## src/rtl/sul_pkg.sv

```systemverilog
package sul_pkg;

  typedef enum logic {
    CYC_READ  = 1'b0,
    CYC_WRITE = 1'b1
  } cyc_kind_e;

  typedef struct packed {
    logic      start;
    cyc_kind_e kind;
    logic      din;
  } bus_evt_t;

endpackage

```

## src/rtl/sul_bus_sync.sv

```systemverilog
module sul_bus_sync #(
  parameter int SYNC_STAGES = 2
) (
  input  logic              clk,
  input  logic              rst,
  input  logic              ce_n,
  input  logic              oe_n,
  input  logic              we_n,
  input  logic              din,
  output sul_pkg::bus_evt_t evt,
  output logic              strobe_level
);
  localparam int TOP = SYNC_STAGES - 1;

  logic [SYNC_STAGES-1:0] ce_s, oe_s, we_s, d_s;
  logic                   act_q;

  always_ff @(posedge clk) begin
    if (rst) begin
      ce_s  <= '1;
      oe_s  <= '1;
      we_s  <= '1;
      d_s   <= '0;
      act_q <= 1'b0;
    end else begin
      ce_s  <= {ce_s[SYNC_STAGES-2:0], ce_n};
      oe_s  <= {oe_s[SYNC_STAGES-2:0], oe_n};
      we_s  <= {we_s[SYNC_STAGES-2:0], we_n};
      d_s   <= {d_s[SYNC_STAGES-2:0], din};
      act_q <= strobe_level;
    end
  end

  always_comb begin
    strobe_level = ~ce_s[TOP] & (~oe_s[TOP] | ~we_s[TOP]);
    evt.start    = strobe_level & ~act_q;
    evt.kind     = we_s[TOP] ? sul_pkg::CYC_READ : sul_pkg::CYC_WRITE;
    evt.din      = d_s[TOP];
  end
endmodule

```

## src/rtl/sul_key_matcher.sv

```systemverilog
module sul_key_matcher #(
  parameter int                    KEY_BITS = 64,
  parameter logic [KEY_BITS-1:0]   KEY      = '0,
  localparam int                   PTR_W    = $clog2(KEY_BITS)
) (
  input  logic              clk,
  input  logic              rst,
  input  sul_pkg::bus_evt_t evt,
  input  logic              enable,
  output logic [PTR_W-1:0]  ptr,
  output logic              locked,
  output logic              unlock
);
  localparam logic [PTR_W-1:0] PTR_LAST = PTR_W'(KEY_BITS - 1);

  logic is_wr, hit;

  always_comb begin
    is_wr  = (evt.kind == sul_pkg::CYC_WRITE);
    hit    = (evt.din == KEY[ptr]);
    unlock = enable & evt.start & is_wr & ~locked & hit & (ptr == PTR_LAST);
  end

  always_ff @(posedge clk) begin
    if (rst) begin
      ptr    <= '0;
      locked <= 1'b0;
    end else if (enable && evt.start) begin
      if (!is_wr) begin
        ptr    <= '0;
        locked <= 1'b0;
      end else if (!locked) begin
        if (!hit)
          locked <= 1'b1;
        else if (ptr == PTR_LAST)
          ptr <= '0;
        else
          ptr <= ptr + PTR_W'(1);
      end
    end
  end
endmodule

```

## src/rtl/sul_xfer_engine.sv

```systemverilog
module sul_xfer_engine #(
  parameter int  XFER_BITS = 64,
  localparam int CNT_W     = $clog2(XFER_BITS + 1)
) (
  input  logic                 clk,
  input  logic                 rst,
  input  sul_pkg::bus_evt_t    evt,
  input  logic                 strobe_level,
  input  logic                 unlock,
  input  logic [XFER_BITS-1:0] shadow_q,
  output logic                 active,
  output logic [CNT_W-1:0]     cnt,
  output logic                 dq_out,
  output logic                 dq_oe,
  output logic                 commit,
  output logic [XFER_BITS-1:0] commit_data
);
  localparam logic [CNT_W-1:0] CNT_FULL = CNT_W'(XFER_BITS);

  logic [XFER_BITS-1:0] sr;
  logic                 wrote;
  logic                 is_wr, bit_in, full;

  always_comb begin
    is_wr       = (evt.kind == sul_pkg::CYC_WRITE);
    bit_in      = is_wr ? evt.din : sr[0];
    full        = (cnt == CNT_FULL);
    commit      = active & full & ~strobe_level & wrote;
    commit_data = sr;
  end

  always_ff @(posedge clk) begin
    if (rst) begin
      active <= 1'b0;
      cnt    <= '0;
      sr     <= '0;
      wrote  <= 1'b0;
      dq_out <= 1'b0;
      dq_oe  <= 1'b0;
    end else begin
      if (!strobe_level) dq_oe <= 1'b0;
      if (unlock) begin
        active <= 1'b1;
        cnt    <= '0;
        sr     <= shadow_q;
        wrote  <= 1'b0;
      end else if (active) begin
        if (evt.start && !full) begin
          sr  <= {bit_in, sr[XFER_BITS-1:1]};
          cnt <= cnt + CNT_W'(1);
          if (is_wr) begin
            wrote <= 1'b1;
          end else begin
            dq_out <= sr[0];
            dq_oe  <= 1'b1;
          end
        end else if (full && !strobe_level) begin
          active <= 1'b0;
          cnt    <= '0;
        end
      end
    end
  end
endmodule

```

## src/rtl/sul_shadow_reg.sv

```systemverilog
module sul_shadow_reg #(
  parameter int WIDTH = 64
) (
  input  logic             clk,
  input  logic             rst,
  input  logic             commit,
  input  logic [WIDTH-1:0] commit_data,
  input  logic             load_en,
  input  logic [WIDTH-1:0] load_data,
  output logic [WIDTH-1:0] q
);
  always_ff @(posedge clk) begin
    if (rst)          q <= '0;
    else if (commit)  q <= commit_data;
    else if (load_en) q <= load_data;
  end
endmodule

```

## src/rtl/serial_unlock_port.sv

```systemverilog
module serial_unlock_port #(
  parameter int                  KEY_BITS    = 64,
  parameter int                  XFER_BITS   = 64,
  parameter int                  SYNC_STAGES = 2,
  parameter logic [KEY_BITS-1:0] KEY         = 64'hC3A5_0F96_E17B_2D48
) (
  input  logic                 clk,
  input  logic                 rst,
  input  logic                 bus_ce_n,
  input  logic                 bus_oe_n,
  input  logic                 bus_we_n,
  input  logic                 bus_dq_in,
  output logic                 bus_dq_out,
  output logic                 bus_dq_oe,
  output logic                 window_open,
  input  logic                 shadow_load_en,
  input  logic [XFER_BITS-1:0] shadow_load_data,
  output logic [XFER_BITS-1:0] shadow_q
);
  localparam int PTR_W = $clog2(KEY_BITS);
  localparam int CNT_W = $clog2(XFER_BITS + 1);

  sul_pkg::bus_evt_t    evt;
  logic                 strobe_level;
  logic [PTR_W-1:0]     key_ptr;
  logic                 locked, unlock;
  logic [CNT_W-1:0]     xfer_cnt;
  logic                 commit;
  logic [XFER_BITS-1:0] commit_data;
  logic                 cyc_start, cyc_write;

  assign cyc_start = evt.start;
  assign cyc_write = (evt.kind == sul_pkg::CYC_WRITE);

  sul_bus_sync #(.SYNC_STAGES(SYNC_STAGES)) u_sync (
    .clk(clk), .rst(rst), .ce_n(bus_ce_n), .oe_n(bus_oe_n), .we_n(bus_we_n),
    .din(bus_dq_in), .evt(evt), .strobe_level(strobe_level)
  );

  sul_key_matcher #(.KEY_BITS(KEY_BITS), .KEY(KEY)) u_match (
    .clk(clk), .rst(rst), .evt(evt), .enable(~window_open),
    .ptr(key_ptr), .locked(locked), .unlock(unlock)
  );

  sul_xfer_engine #(.XFER_BITS(XFER_BITS)) u_xfer (
    .clk(clk), .rst(rst), .evt(evt), .strobe_level(strobe_level),
    .unlock(unlock), .shadow_q(shadow_q), .active(window_open),
    .cnt(xfer_cnt), .dq_out(bus_dq_out), .dq_oe(bus_dq_oe),
    .commit(commit), .commit_data(commit_data)
  );

  sul_shadow_reg #(.WIDTH(XFER_BITS)) u_shadow (
    .clk(clk), .rst(rst), .commit(commit), .commit_data(commit_data),
    .load_en(shadow_load_en), .load_data(shadow_load_data), .q(shadow_q)
  );
endmodule

```

## config.mk

```make
export PLATFORM = sky130hd
export DESIGN_NAME = serial_unlock_port
export DESIGN_NICKNAME = d
export VERILOG_FILES = /design/src/rtl/sul_pkg.sv /design/src/rtl/sul_bus_sync.sv /design/src/rtl/sul_key_matcher.sv /design/src/rtl/sul_xfer_engine.sv /design/src/rtl/sul_shadow_reg.sv /design/src/rtl/serial_unlock_port.sv
export SDC_FILE = /design/constraint.sdc
export NUM_CORES = 1
export LEC_CHECK = 0
export ABC_AREA = 0
export BUFFER_PORTS_ARGS = -buffer_cell sky130_fd_sc_hd__buf_2
export CAP_MARGIN = 20
export CORE_MARGIN = 5
export CORE_UTILIZATION = 35
export DETAILED_ROUTE_END_ITERATION = 7
export GPL_TIMING_DRIVEN = 1
export PLACE_DENSITY_LB_ADDON = 0.25
export SLEW_MARGIN = 20
export SYNTH_ARGS = -nofsm -noshare
export SYNTH_HDL_FRONTEND = slang
export SYNTH_HIERARCHICAL = 1
export SYNTH_SLANG_ARGS = --single-unit
```

## constraint.sdc

```tcl
create_clock -name clk -period 4.45 [get_ports clk]
set_clock_uncertainty 0.05 [all_clocks]
set_input_delay 0.89 -clock clk [delete_from_list [all_inputs] [get_ports clk]]
set_output_delay 0.89 -clock clk [all_outputs]
set_load 0.03 [all_outputs]
```

* Yosys cells after proc, flatten, opt, wreduce, memory -nomap -nowiden
Memories as Yosys holds them, arrays and structs flattened. A register that Yosys moved wholly into a read port is not among the register bits.
Index checks and enable logic that the tools add are counted.
W data, S select, Z words.
** Storage, ports and cells
- Output and inout port bits :: 67
- Logic and storage cells :: 85
- Flip-flop bits (word level) :: 155
- Memories kept :: 1
- Bits in read-only memories :: 64
** Operators by class
- Equal/unequal tests :: 4
- Bitwise operators :: 19
- Add/sub/neg operators :: 2
- Reduce and logical (&&, ||, !) cells :: 16
- Mux-type cells :: 28
- $lt $le $gt $ge :: 1
** Memory list
- (name not given) :: words 64, width 1, rd ports 1, clocked after Yosys merged registers in 1, write ports 0, line sul_key_matcher.sv:20 : hit = (evt.din == KEY[ptr]);
** Operator list (count)
- $mux W64 :: 5
- $mux W6 :: 6
- $mux W1 :: 15
- $mux W7 :: 2
- $and A1 B1 Y1 :: 10
- $reduce_bool A2 Y1 :: 5
- $not A1 Y1 :: 8
- $add A7 B1 Y7 const B :: 1
- $eq A7 B7 Y1 const B :: 1
- $lt A6 B7 Y1 const B :: 1
- $add A6 B1 Y6 const B :: 1
- $eq A6 B6 Y1 const B :: 1
- $reduce_and A3 Y1 :: 2
- $reduce_and A2 Y1 :: 2
- $reduce_and A4 Y1 :: 1
- $logic_and A1 B1 Y1 :: 3
- $logic_not A1 Y1 :: 2
- $ne A2 B2 Y1 const B :: 1
- $reduce_or A2 Y1 :: 1
- $eq A1 B1 Y1 :: 1
- $or A1 B1 Y1 :: 1

* Longest topological paths before layout
Gate-level depths: netlist of the first run.
- Depth after elaboration :: 11
- Depth in mapped cells :: 11

* By module
Netlist of the first run, hierarchy kept.
** Modules (own cells, without submodules)
- sul_xfer_engine :: cells an instance 425, area an instance 3797.4 um2, sequential area each 1501.4 um2, times used 1
- sul_shadow_reg :: cells an instance 284, area an instance 3045.4 um2, sequential area each 1281.2 um2, times used 1
- sul_key_matcher :: cells an instance 83, area an instance 715.7 um2, sequential area each 160.2 um2, times used 1
- sul_bus_sync :: cells an instance 22, area an instance 266.5 um2, sequential area each 180.2 um2, times used 1
- serial_unlock_port :: cells an instance 1, area an instance 3.8 um2, sequential area each 0.0 um2, times used 1

* Worst setup path before layout of the first run
No wires, ideal clock.
- Path type :: register to register
- Start point :: reg u_sync.we_s[1]
- End point :: reg with a tool-made name
- Stages on the path, launching flop included :: 11
- Arrival :: 2.905 ns
- Clock period less this slack :: 3.074 ns
- Library setup time :: 0.119 ns
- Required time :: 4.281 ns
- Path slack :: 1.376 ns
- Cell sequence :: dfxtp_1 a211oi_1 nand3_1 or3_1 buf_6 a221oi_4 ha_1 or2_2 a311o_1 a31oi_1 nor4_2
** RTL lines
- from (decl) :: line sul_bus_sync.sv:15 : logic [SYNC_STAGES-1:0] ce_s, oe_s, we_s, d_s;
- from (signal assigned) :: line sul_bus_sync.sv:28 : we_s <= {we_s[SYNC_STAGES-2:0], we_n};

==> results of run 1 <==
==> power by group through the flow <==
stage / combinational, mW / sequential, mW / clock (mW)
after floorplan: 0.115 / 1.56 / 0
after global placement: 0.260 / 1.50 / 0
after detailed placement: 0.260 / 1.50 / 0
after CTS: 0.261 / 1.47 / 1.54
after global routing: 0.277 / 1.47 / 1.60
final: 0.257 / 1.47 / 1.51
==> cells in the final DEF, fill, tap and decap left out, types with 6 or more instances in the layout <==
master / instances
a2111oi_2: 63
nor3_1: 66
nand3_1: 9
buf_2: 135
buf_4: 9
clkbuf_16: 17
nor2b_1: 67
nand2b_1: 7
mux2i_1: 70
a21oi_1: 7
ha_1: 7
a211oi_2: 6
a211oi_1: 63
or2_1: 6
dfxtp_1: 156
nand2_1: 12
nor2_1: 143
inv_1: 10
==> Yosys cell counts, drive strengths merged <==
cell,number
o31ai,2
nand3,9
a21oi,9
a211oi,69
nor3,68
o21ba,1
mux2i,70
ha,7
o21ai,5
nand2,12
and2,1
dfxtp,156
o211ai,1
a221oi,2
nor2,143
or3,2
nor4b,1
nand4,1
nor4,2
a21boi,1
clkbuf,48
o311ai,2
or4,1
a2111oi,63
a311o,2
xor2,3
or2,8
nand3b,3
nand2b,7
nand4b,1
a32o,1
xnor2,5
o311a,1
a41o,1
nor2b,67
inv,12
a31oi,2
buf,26
==> flip-flops by register name (all words and copies together) (netlist names), named ones only <==
| register | cells |
|---|---|
| u_match/locked | 1 |
| u_match/ptr | 6 |
| u_shadow/q | 64 |
| u_sync/act_q | 1 |
| u_sync/ce_s | 2 |
| u_sync/d_s | 2 |
| u_sync/oe_s | 2 |
| u_sync/we_s | 2 |
| u_xfer/active | 1 |
| u_xfer/cnt | 7 |
| u_xfer/commit_data | 64 |
| u_xfer/dq_oe | 1 |
| u_xfer/dq_out | 1 |
| u_xfer/wrote | 1 |
==> final timing paths <==
path | end | cells past startpoint
max | flop | 10
min | u_sync/oe_s[1]$_SDFF_PP1_ | 1
max reg2reg | flop | 10
min reg2reg | u_sync/oe_s[1]$_SDFF_PP1_ | 1
==> area by class of cell <==
| type | count | area [µm²] |
|---|---|---|
| Fill cell | 2197 | 12840 |
| Multi-Input combinational cell | 573 | 4204 |
| Sequential cell | 156 | 3123 |
| Timing Repair Buffer | 147 | 794.5 |
| Clock buffer | 23 | 488.0 |
| Tap cell | 280 | 350.3 |
| Clock inverter | 6 | 111.4 |
| Inverter | 12 | 45.04 |
==> per-stage QoR <==
stage | hold slack (ns) | cells | setup slack (ns)
after global routing | 0.3895 | 1197 | 1.187
final | 0.3729 | 1197 | 1.384
after global placement | 0.3740 | 1168 | 1.403
after CTS | 0.3837 | 1197 | 1.374
after detailed placement | 0.3518 | 1168 | 1.374
after floorplan | 0.3332 | 815 | 1.376
==> worst register-to-register path, stage by stage, from the launching register on <==
cell,delay (ns)
dfxtp_1,0.34
a211oi_1,0.24
buf_4,0.18
nand3_1,0.13
or3_1,0.49
a221oi_4,0.43
ha_1,0.29
or2_2,0.29
a311o_1,0.27
a31oi_1,0.19
nor4_2,0.05
==> cells by family (layout without fill, tap and decap cells) <==
| logic type | after synthesis | in the layout |
|---|---|---|
| compound gates | 162 | 162 |
| mux | 70 | 70 |
| fa+ha+maj | 7 | 7 |
| xor+xnor | 8 | 8 |
| buf+inv | 86 | 188 |
| flops | 156 | 156 |
| simple gates | 326 | 326 |
==> metal layers <==
metal	GRT usage, %	vias to the layer above
met1	20.18	2874
met3	3.521	16
met2	24.55	104
li1	-	3144
met4	3.905	0
met5	0	-
==> results.py, run 1 <==
metrics = {
    "power": {
        "p_leak_nw": 3.559,
        "p_int_mw": 2.466,
        "p_switching_uw": 764.6,
        "pwr-share-seq_pct": 45.4,
        "peakVddDrop_v": 0.0001840,
        "swShare_pct": 23.67,
        "combPwrFrac_pct": 8.0,
        "clkPwrFrac_pct": 46.6,
        "p_total_mw": 3.231,
        "power_density_nw_per_um2": 354.4,
    },
    "synth": {
        "ys_types": 54,
        "yosysTopAreaCell": "dfxtp_1",
        "synth_fp_nets": 893,
        "synthMuxAreaShare_pct": 8.950,
        "synthesis.area_um2": 7829,
        "synthSimpleGateAreaFrac_pct": 20.27,
        "seq_area_frac_synth_pct": 39.89,
        "yosys-top-cells-area": "dfxtp_1, a2111oi_2, mux2i_1, nor2_1, a211oi_1",
        "synth.top_cell.area_share_pct": 39.89,
        "yosysWarningCount": 6,
        "synthXorXnorAreaFrac_pct": 0.8950,
        "avgSynthCellArea_um2": 9.606,
        "syn-instance-count": 815,
        "synthAdderAreaFrac_pct": 1.119,
        "synth_compound_area_share_pct": 22.34,
        "synth_top_family_by_area": "compound AO/OA/AOI/OAI gates",
        "ys_seq_elements": 156,
    },
    "layout": {
        "fin_area_um2": 9116,
        "layout-drive-gt1-share_pct": 27.92,
        "finish.utilization_pct": 41.52,
        "num_antenna_cells": 0,
        "fin_nets": 985,
        "syn2layout_area_growth_pct": 16.45,
    },
    "detailed_routing": {
        "top_layer": "met4",
        "vias_per_cell": 5.128,
        "met3_length_um": 635,
        "wirelength_mm": 19.23,
        "wl_met2_mm": 9.058,
        "wl_per_cell_um": 16.07,
        "drt-met1-wl_mm": 9.347,
        "drt-pass1-iter-count": 4,
        "drc": 0,
        "drt_iter0_drc": 296,
        "ant_nets": 0,
        "vias": 6138,
    },
    "timing": {
        "grt_setup_unrepaired": "false",
        "tns_ns": 0,
        "period_minus_slack_ns": 3.066,
        "timing.slew.headroom_pct": 34.19,
        "setup_viol": 0,
        "post-route-period-util_pct": 68.89,
        "tightestPinTransition_ns": 0.9871,
        "final-hold-violation-count": 0,
        "fmaxAchievable_mhz": 326.2,
        "final-max-slew-violation-count": 0,
    },
    "floorplan": {
        "die_w_um": 159.6,
        "rows": 54,
        "core-area_um2": 21960,
        "pin_count": 138,
        "die_h_um": 159.6,
        "dieArea_um2": 25460,
        "start_util_pct": 35.65,
    },
    "worst_setup_path": {
        "cp_slowest_cell": "or3_1",
        "critPathRequiredTime_ns": 4.71,
        "crit_chain": "a211oi_1, buf_4, nand3_1, or3_1, a221oi_4, ha_1, or2_2, a311o_1, a31oi_1, nor4_2",
        "timing.rr.start": "u_sync/we_s[1]$_SDFF_PP1_",
        "startpoint": "u_sync/we_s[1]$_SDFF_PP1_",
        "arrival_ns": 3.33,
        "start_kind": "flop",
        "path_class": "reg2reg",
        "ff2ff_setup_slack_ns": 1.38,
        "crit_buf_inv": 1,
        "end_kind": "flop",
        "max_stage_delay_ns": 0.49,
        "critPathMaxFanout": 7,
        "path_delay_family": "compound AO/OA/AOI/OAI gates",
    },
    "cts": {
        "cts_hold_buf": 0,
        "ctsResizeCount": 0,
        "insertion_delay_ns": 0.42,
        "cts_setup_buffers": 0,
        "clock-sinks": 156,
        "cts-root-buf": "clkbuf_16",
        "numCtsBuffers": 17,
        "cts_buffer_depth": 2,
        "htreeDepth": 4,
        "cts_tree": "yes",
        "clkTransAtPathRegs_ns": 0.06,
    },
    "min_path": {
        "worstHoldStart": "u_sync/oe_s[0]$_SDFF_PP1_",
        "min_path_type": "reg2reg",
    },
    "run_status": {
        "status": "completed",
    },
    "placement": {
        "port_buffers": 137,
        "place.gp.congestion": 0.7914,
        "dpl-instance-area_um2": 8517,
        "dpl.hpwl_mm": 12.39,
    },
    "run": {
        "cap_violations": 0,
    },
    "global_routing": {
        "grt_pass1_vias": 6269,
        "grt_pass1_wl_mm": 32.18,
        "overflow": 0,
        "grt_use_total_pct": 15.08,
        "grt_max_degree": 129,
        "grt_antenna_before_repair": 0,
    },
}
No activity file was read; power rests on OpenSTA's default activity.
==> run 2, diff against run 1 <==
==> constraint.sdc (replaced) <==
create_clock -name clk -period 2.9 [get_ports clk]
set_clock_uncertainty 0.05 [all_clocks]
set_input_delay 0.58 -clock clk [delete_from_list [all_inputs] [get_ports clk]]
set_output_delay 0.58 -clock clk [all_outputs]
set_load 0.03 [all_outputs]
==> results.py, run 2 (synthesis gave the netlist of run 1 again) <==
metrics = {
    "run_status": {
        "status": "completed",
    },
    "floorplan": {
        "start_util_pct": 35.65,
        "die_h_um": 159.6,
        "core-area_um2": 21960,
        "dieArea_um2": 25460,
        "rows": 54,
        "pin_count": 138,
        "die_w_um": 159.6,
    },
    "global_routing": {
        "grt_use_total_pct": 15.62,
        "grt_pass1_wl_mm": 33.45,
        "grt_max_degree": 65,
        "overflow": 0,
        "grt_antenna_before_repair": 1,
        "grt_pass1_vias": 6481,
    },
    "timing": {
        "post-route-period-util_pct": 92.43,
        "period_minus_slack_ns": 2.681,
        "tns_ns": 0,
        "fmaxAchievable_mhz": 373.1,
        "setup_viol": 0,
        "timing.slew.headroom_pct": 42.59,
        "tightestPinTransition_ns": 0.8611,
        "final-hold-violation-count": 0,
        "final-max-slew-violation-count": 0,
    },
    "cts": {
        "cts-root-buf": "clkbuf_16",
        "numCtsBuffers": 17,
        "clock-sinks": 156,
        "cts_tree": "yes",
        "insertion_delay_ns": 0.42,
        "cts_buffer_depth": 2,
        "htreeDepth": 4,
        "cts_hold_buf": 0,
        "clkTransAtPathRegs_ns": 0.06,
    },
    "layout": {
        "syn2layout_area_growth_pct": 18.41,
        "fin_nets": 1004,
        "num_antenna_cells": 0,
        "layout-drive-gt1-share_pct": 30.17,
        "fin_area_um2": 9270,
        "final_cell_mix": "dfxtp_1, nor2_1, buf_2",
        "final_common_cell": "dfxtp_1",
    },
    "detailed_routing": {
        "wl_per_cell_um": 16.18,
        "drt-pass1-iter-count": 4,
        "ant_nets": 0,
        "wirelength_mm": 19.71,
        "drt_iter0_drc": 417,
        "vias": 6366,
        "drc": 0,
        "vias_per_cell": 5.227,
    },
    "worst_setup_path": {
        "ff2ff_setup_slack_ns": 0.22,
        "arrival_ns": 2.93,
        "start_kind": "flop",
        "path_class": "reg2reg",
        "max_stage_delay_ns": 0.37,
        "crit_chain": "a211oi_2, nand3_2, or3_4, a221oi_4, ha_1, or2_2, a311o_1, a31oi_1, nor4_2",
        "critPathRequiredTime_ns": 3.15,
        "critPathMaxFanout": 3,
        "end_kind": "flop",
        "cp_slowest_cell": "or3_4",
        "crit_buf_inv": 0,
        "path_delay_family": "compound AO/OA/AOI/OAI gates",
    },
    "run": {
        "cap_violations": 0,
    },
    "placement": {
        "dpl.hpwl_mm": 13.09,
        "place.gp.congestion": 0.8177,
        "port_buffers": 137,
        "dpl-instance-area_um2": 8680,
    },
    "min_path": {
        "min_path_type": "in2reg",
    },
    "power": {
        "p_leak_nw": 3.634,
        "power_density_nw_per_um2": 513.5,
        "peakVddDrop_v": 0.0002982,
    },
}
==> run 2: cell types whose count changed in the layout (fill, tap and decap cells not counted), sizes merged <==
| cell | delta |
|---|---|
| clkinvlp | +1 |
| clkinv | +4 |
| buf | +19 |
| clkbuf | -3 |
| inv | +2 |
| bufinv | -2 |
==> run 2: worst paths after layout <==
check,start,to,cells after the start
worst min-delay path,bus_we_n,u_sync/we_s[0]$_SDFF_PP1_,2
worst max-delay path,u_sync/oe_s[1]$_SDFF_PP1_,flop,9
worst max register to register,u_sync/oe_s[1]$_SDFF_PP1_,flop,9
worst min register to register,u_sync/we_s[0]$_SDFF_PP1_,u_sync/we_s[1]$_SDFF_PP1_,1
==> run 2: routing by layer <==
metal	track usage, %	vias up	share of wire [%]
li1	-	3185	-
met1	20.81	3077	47
met2	25.77	89	49
met3	3.443	13	2.7
met4	3.905	2	0.96
met5	0	-	0.066
==> run 2: metrics by stage <==
stage                     hold WS, ns  total power, mW  util [%]  worst slack [ns]  instances
final                          0.2922            4.760     42.22            0.2194       1218
after global routing           0.2894            4.965     42.22         -0.004053       1218
after CTS                      0.2730            4.827     41.98            0.1508       1215
after detailed placement       0.3549            2.703     39.53            0.1800       1184
after global placement         0.3541            2.701     39.53            0.1992       1184
after floorplan                0.3332            2.570         -          0.008304        815
==> run 2: worst reg2reg max path, delay by kind of cell, from the launching register on <==
kind / cells / cell delay, ns
compound gates: 4 / 1.08
simple gates: 4 / 0.84
flops: 1 / 0.33
fa+ha+maj: 1 / 0.28
==> run 2: final cells by class <==
type	count	area (µm²)
fillers	2161	12690
multi-input cells	573	4234
flip-flops and latches	156	3123
repair buffers	166	978.4
clock buffers	20	446.7
well taps	280	350.3
clock inverters	11	92.59
inverters	12	45.04
==> run 2: where the power goes <==
part | switching, mW | total, mW | internal, mW
Combinational | 0.249 | 0.399 | 0.150
Sequential | 0.0493 | 2.25 | 2.20
Clock | 0.914 | 2.11 | 1.20
==> run 2: timing repair <==
action	4_1_cts	5_1_grt
setup buffers	0	3
resized for setup	0	7
setup endpoints to repair	0	1
==> run 3, diff against run 2 <==
--- a/config.mk
+++ b/config.mk
@@ -8,6 +8,7 @@
 export ABC_AREA = 0
 export BUFFER_PORTS_ARGS = -buffer_cell sky130_fd_sc_hd__buf_2
 export CAP_MARGIN = 20
+export CORE_ASPECT_RATIO = 0.7
 export CORE_MARGIN = 5
 export CORE_UTILIZATION = 35
 export DETAILED_ROUTE_END_ITERATION = 7
==> results.py, run 3 (synthesis gave the netlist of run 1 again) <==
metrics = {
    "run_status": {
        "status": "completed",
    },
    "worst_setup_path": {
        "max_stage_delay_ns": 0.37,
        "cp_slowest_cell": "or3_4",
        "critPathMaxFanout": 4,
        "crit_buf_inv": 2,
        "path_class": "reg2reg",
        "end_kind": "flop",
        "critPathRequiredTime_ns": 3.19,
        "path_delay_family": "compound AO/OA/AOI/OAI gates",
        "arrival_ns": 3.03,
        "start_kind": "flop",
        "crit_chain": "a211oi_2, nand3_2, or3_4, a221oi_4, buf_6, inv_1, ha_1, mux2i_1, o21ai_0, a41o_1, nor4_2",
    },
    "power": {
        "combPwrFrac_pct": 8.0,
        "p_leak_nw": 3.671,
        "clkPwrFrac_pct": 46.6,
        "power_density_nw_per_um2": 530.4,
        "p_switching_mw": 1.309,
        "peakVddDrop_v": 0.0003877,
        "swShare_pct": 26.37,
        "p_int_mw": 3.654,
        "pwr-share-seq_pct": 45.4,
    },
    "layout": {
        "fillCellCount": 2167,
        "final_cell_mix": "dfxtp_1, nor2_1, buf_2",
        "layout-drive-gt1-share_pct": 29.99,
        "fin_nets": 1002,
        "final_common_cell": "dfxtp_1",
        "multi_input_area_um2": 4219,
        "seq_area_um2": 3123,
        "num_antenna_cells": 0,
        "syn2layout_area_growth_pct": 19.50,
    },
    "floorplan": {
        "rows": 45,
        "start_util_pct": 35.84,
        "dieArea_um2": 25510,
        "core-area_um2": 21850,
        "pin_count": 138,
        "die_w_um": 188.8,
        "die_h_um": 135.1,
    },
    "cts": {
        "insertion_delay_ns": 0.43,
        "cts_setup_buffers": 0,
        "clock-sinks": 156,
        "clkTransAtPathRegs_ns": 0.07,
        "cts_buffer_depth": 2,
        "numCtsBuffers": 17,
        "cts_tree": "yes",
        "htreeDepth": 4,
        "cts-root-buf": "clkbuf_16",
        "cts_hold_buf": 0,
    },
    "global_routing": {
        "overflow": 0,
        "grt_use_total_pct": 15.72,
        "grt_antenna_before_repair": 0,
        "grt_pass1_vias": 6230,
        "grt_max_degree": 57,
        "grt_pass1_wl_mm": 33.10,
    },
    "timing": {
        "setup_viol": 0,
        "period_minus_slack_ns": 2.741,
        "grt_setup_unrepaired": "false",
        "tightestPinTransition_ns": 0.7712,
        "final-max-slew-violation-count": 0,
        "fmaxAchievable_mhz": 364.9,
        "finalWorstSetupSlack_ns": 0.1594,
        "tns_ns": 0,
        "post-route-period-util_pct": 94.50,
        "timing.slew.headroom_pct": 48.59,
        "final-hold-violation-count": 0,
    },
    "detailed_routing": {
        "ant_nets": 0,
        "drt-pass1-iter-count": 6,
        "vias": 6378,
        "vias_per_cell": 5.232,
        "wl_per_cell_um": 16.43,
        "drc": 0,
        "drt_iter0_drc": 390,
        "wirelength_mm": 20.03,
    },
    "placement": {
        "pre_cts_slack_ns": 0.09066,
        "dpl.hpwl_mm": 13.42,
        "port_buffers": 137,
        "place.gp.congestion": 0.7996,
    },
    "run": {
        "cap_violations": 0,
    },
    "min_path": {
        "min_path_type": "in2reg",
    },
}
[run 3: changes by cell type in the layout (fill, tap and decap cells not counted), sizes merged]
cell      previous run  this run
inv                 14        20
clkinv               6         2
clkbuf              20        17
clkinvlp             2         3
bufinv               1         2
buf                166       164
[run 3: metal layers]
metal	up-vias	global-route usage, %	share of wire [%]
met1	3012	23.71	52
met4	0	4.733	1.3
met2	153	22.06	42
met5	-	0	0
met3	21	3.684	5.1
li1	3192	-	-
[run 3: final cells by class]
type                    instances  share of cell area (%)
multi-input cells             573                   45.10
well taps                     282                   3.772
flip-flops and latches        156                   33.38
clock buffers                  17                   4.547
inverters                      12                  0.4815
repair buffers                164                   10.83
clock inverters                15                   1.886
[run 3: worst paths after layout]
path / startpoint / to / slack, ns / cells past startpoint
max: u_sync/oe_s[1]$_SDFF_PP1_ / flop / 0.16 / 11
min: bus_oe_n / u_sync/oe_s[0]$_SDFF_PP1_ / 0.28 / 2
max reg2reg: u_sync/oe_s[1]$_SDFF_PP1_ / flop / 0.16 / 11
min reg2reg: u_sync/ce_s[0]$_SDFF_PP1_ / u_sync/ce_s[1]$_SDFF_PP1_ / 0.36 / 1
[run 3: stage by stage]
| step | hold WS (ns) | util [%] | power [mW] | std cells | instance area [µm²] |
|---|---|---|---|---|---|
| after floorplan | 0.3332 | - | 2.570 | 815 | 7834 |
| after global placement | 0.3496 | 40.01 | 2.703 | 1187 | 8740 |
| after detailed placement | 0.3460 | 40.01 | 2.703 | 1187 | 8740 |
| after CTS | 0.2598 | 42.76 | 5.030 | 1219 | 9341 |
| after global routing | 0.2709 | 42.82 | 5.162 | 1219 | 9355 |
| final | 0.2789 | 42.82 | 4.962 | 1219 | 9355 |
[run 3: timing repair]
item,in CTS,in global routing
hold endpoints to repair,0,0
resized for setup,0,4
setup endpoints to repair,0,6
[run 3: power groups by stage]
stage / clock network (mW) / logic, mW / registers [mW]
3_5_place_dp: 0 / 0.402 / 2.30
4_1_cts: 2.37 / 0.403 / 2.25
6_report: 2.31 / 0.399 / 2.25
2_1_floorplan: 0 / 0.177 / 2.39
3_3_place_gp: 0 / 0.401 / 2.30
5_1_grt: 2.47 / 0.429 / 2.26
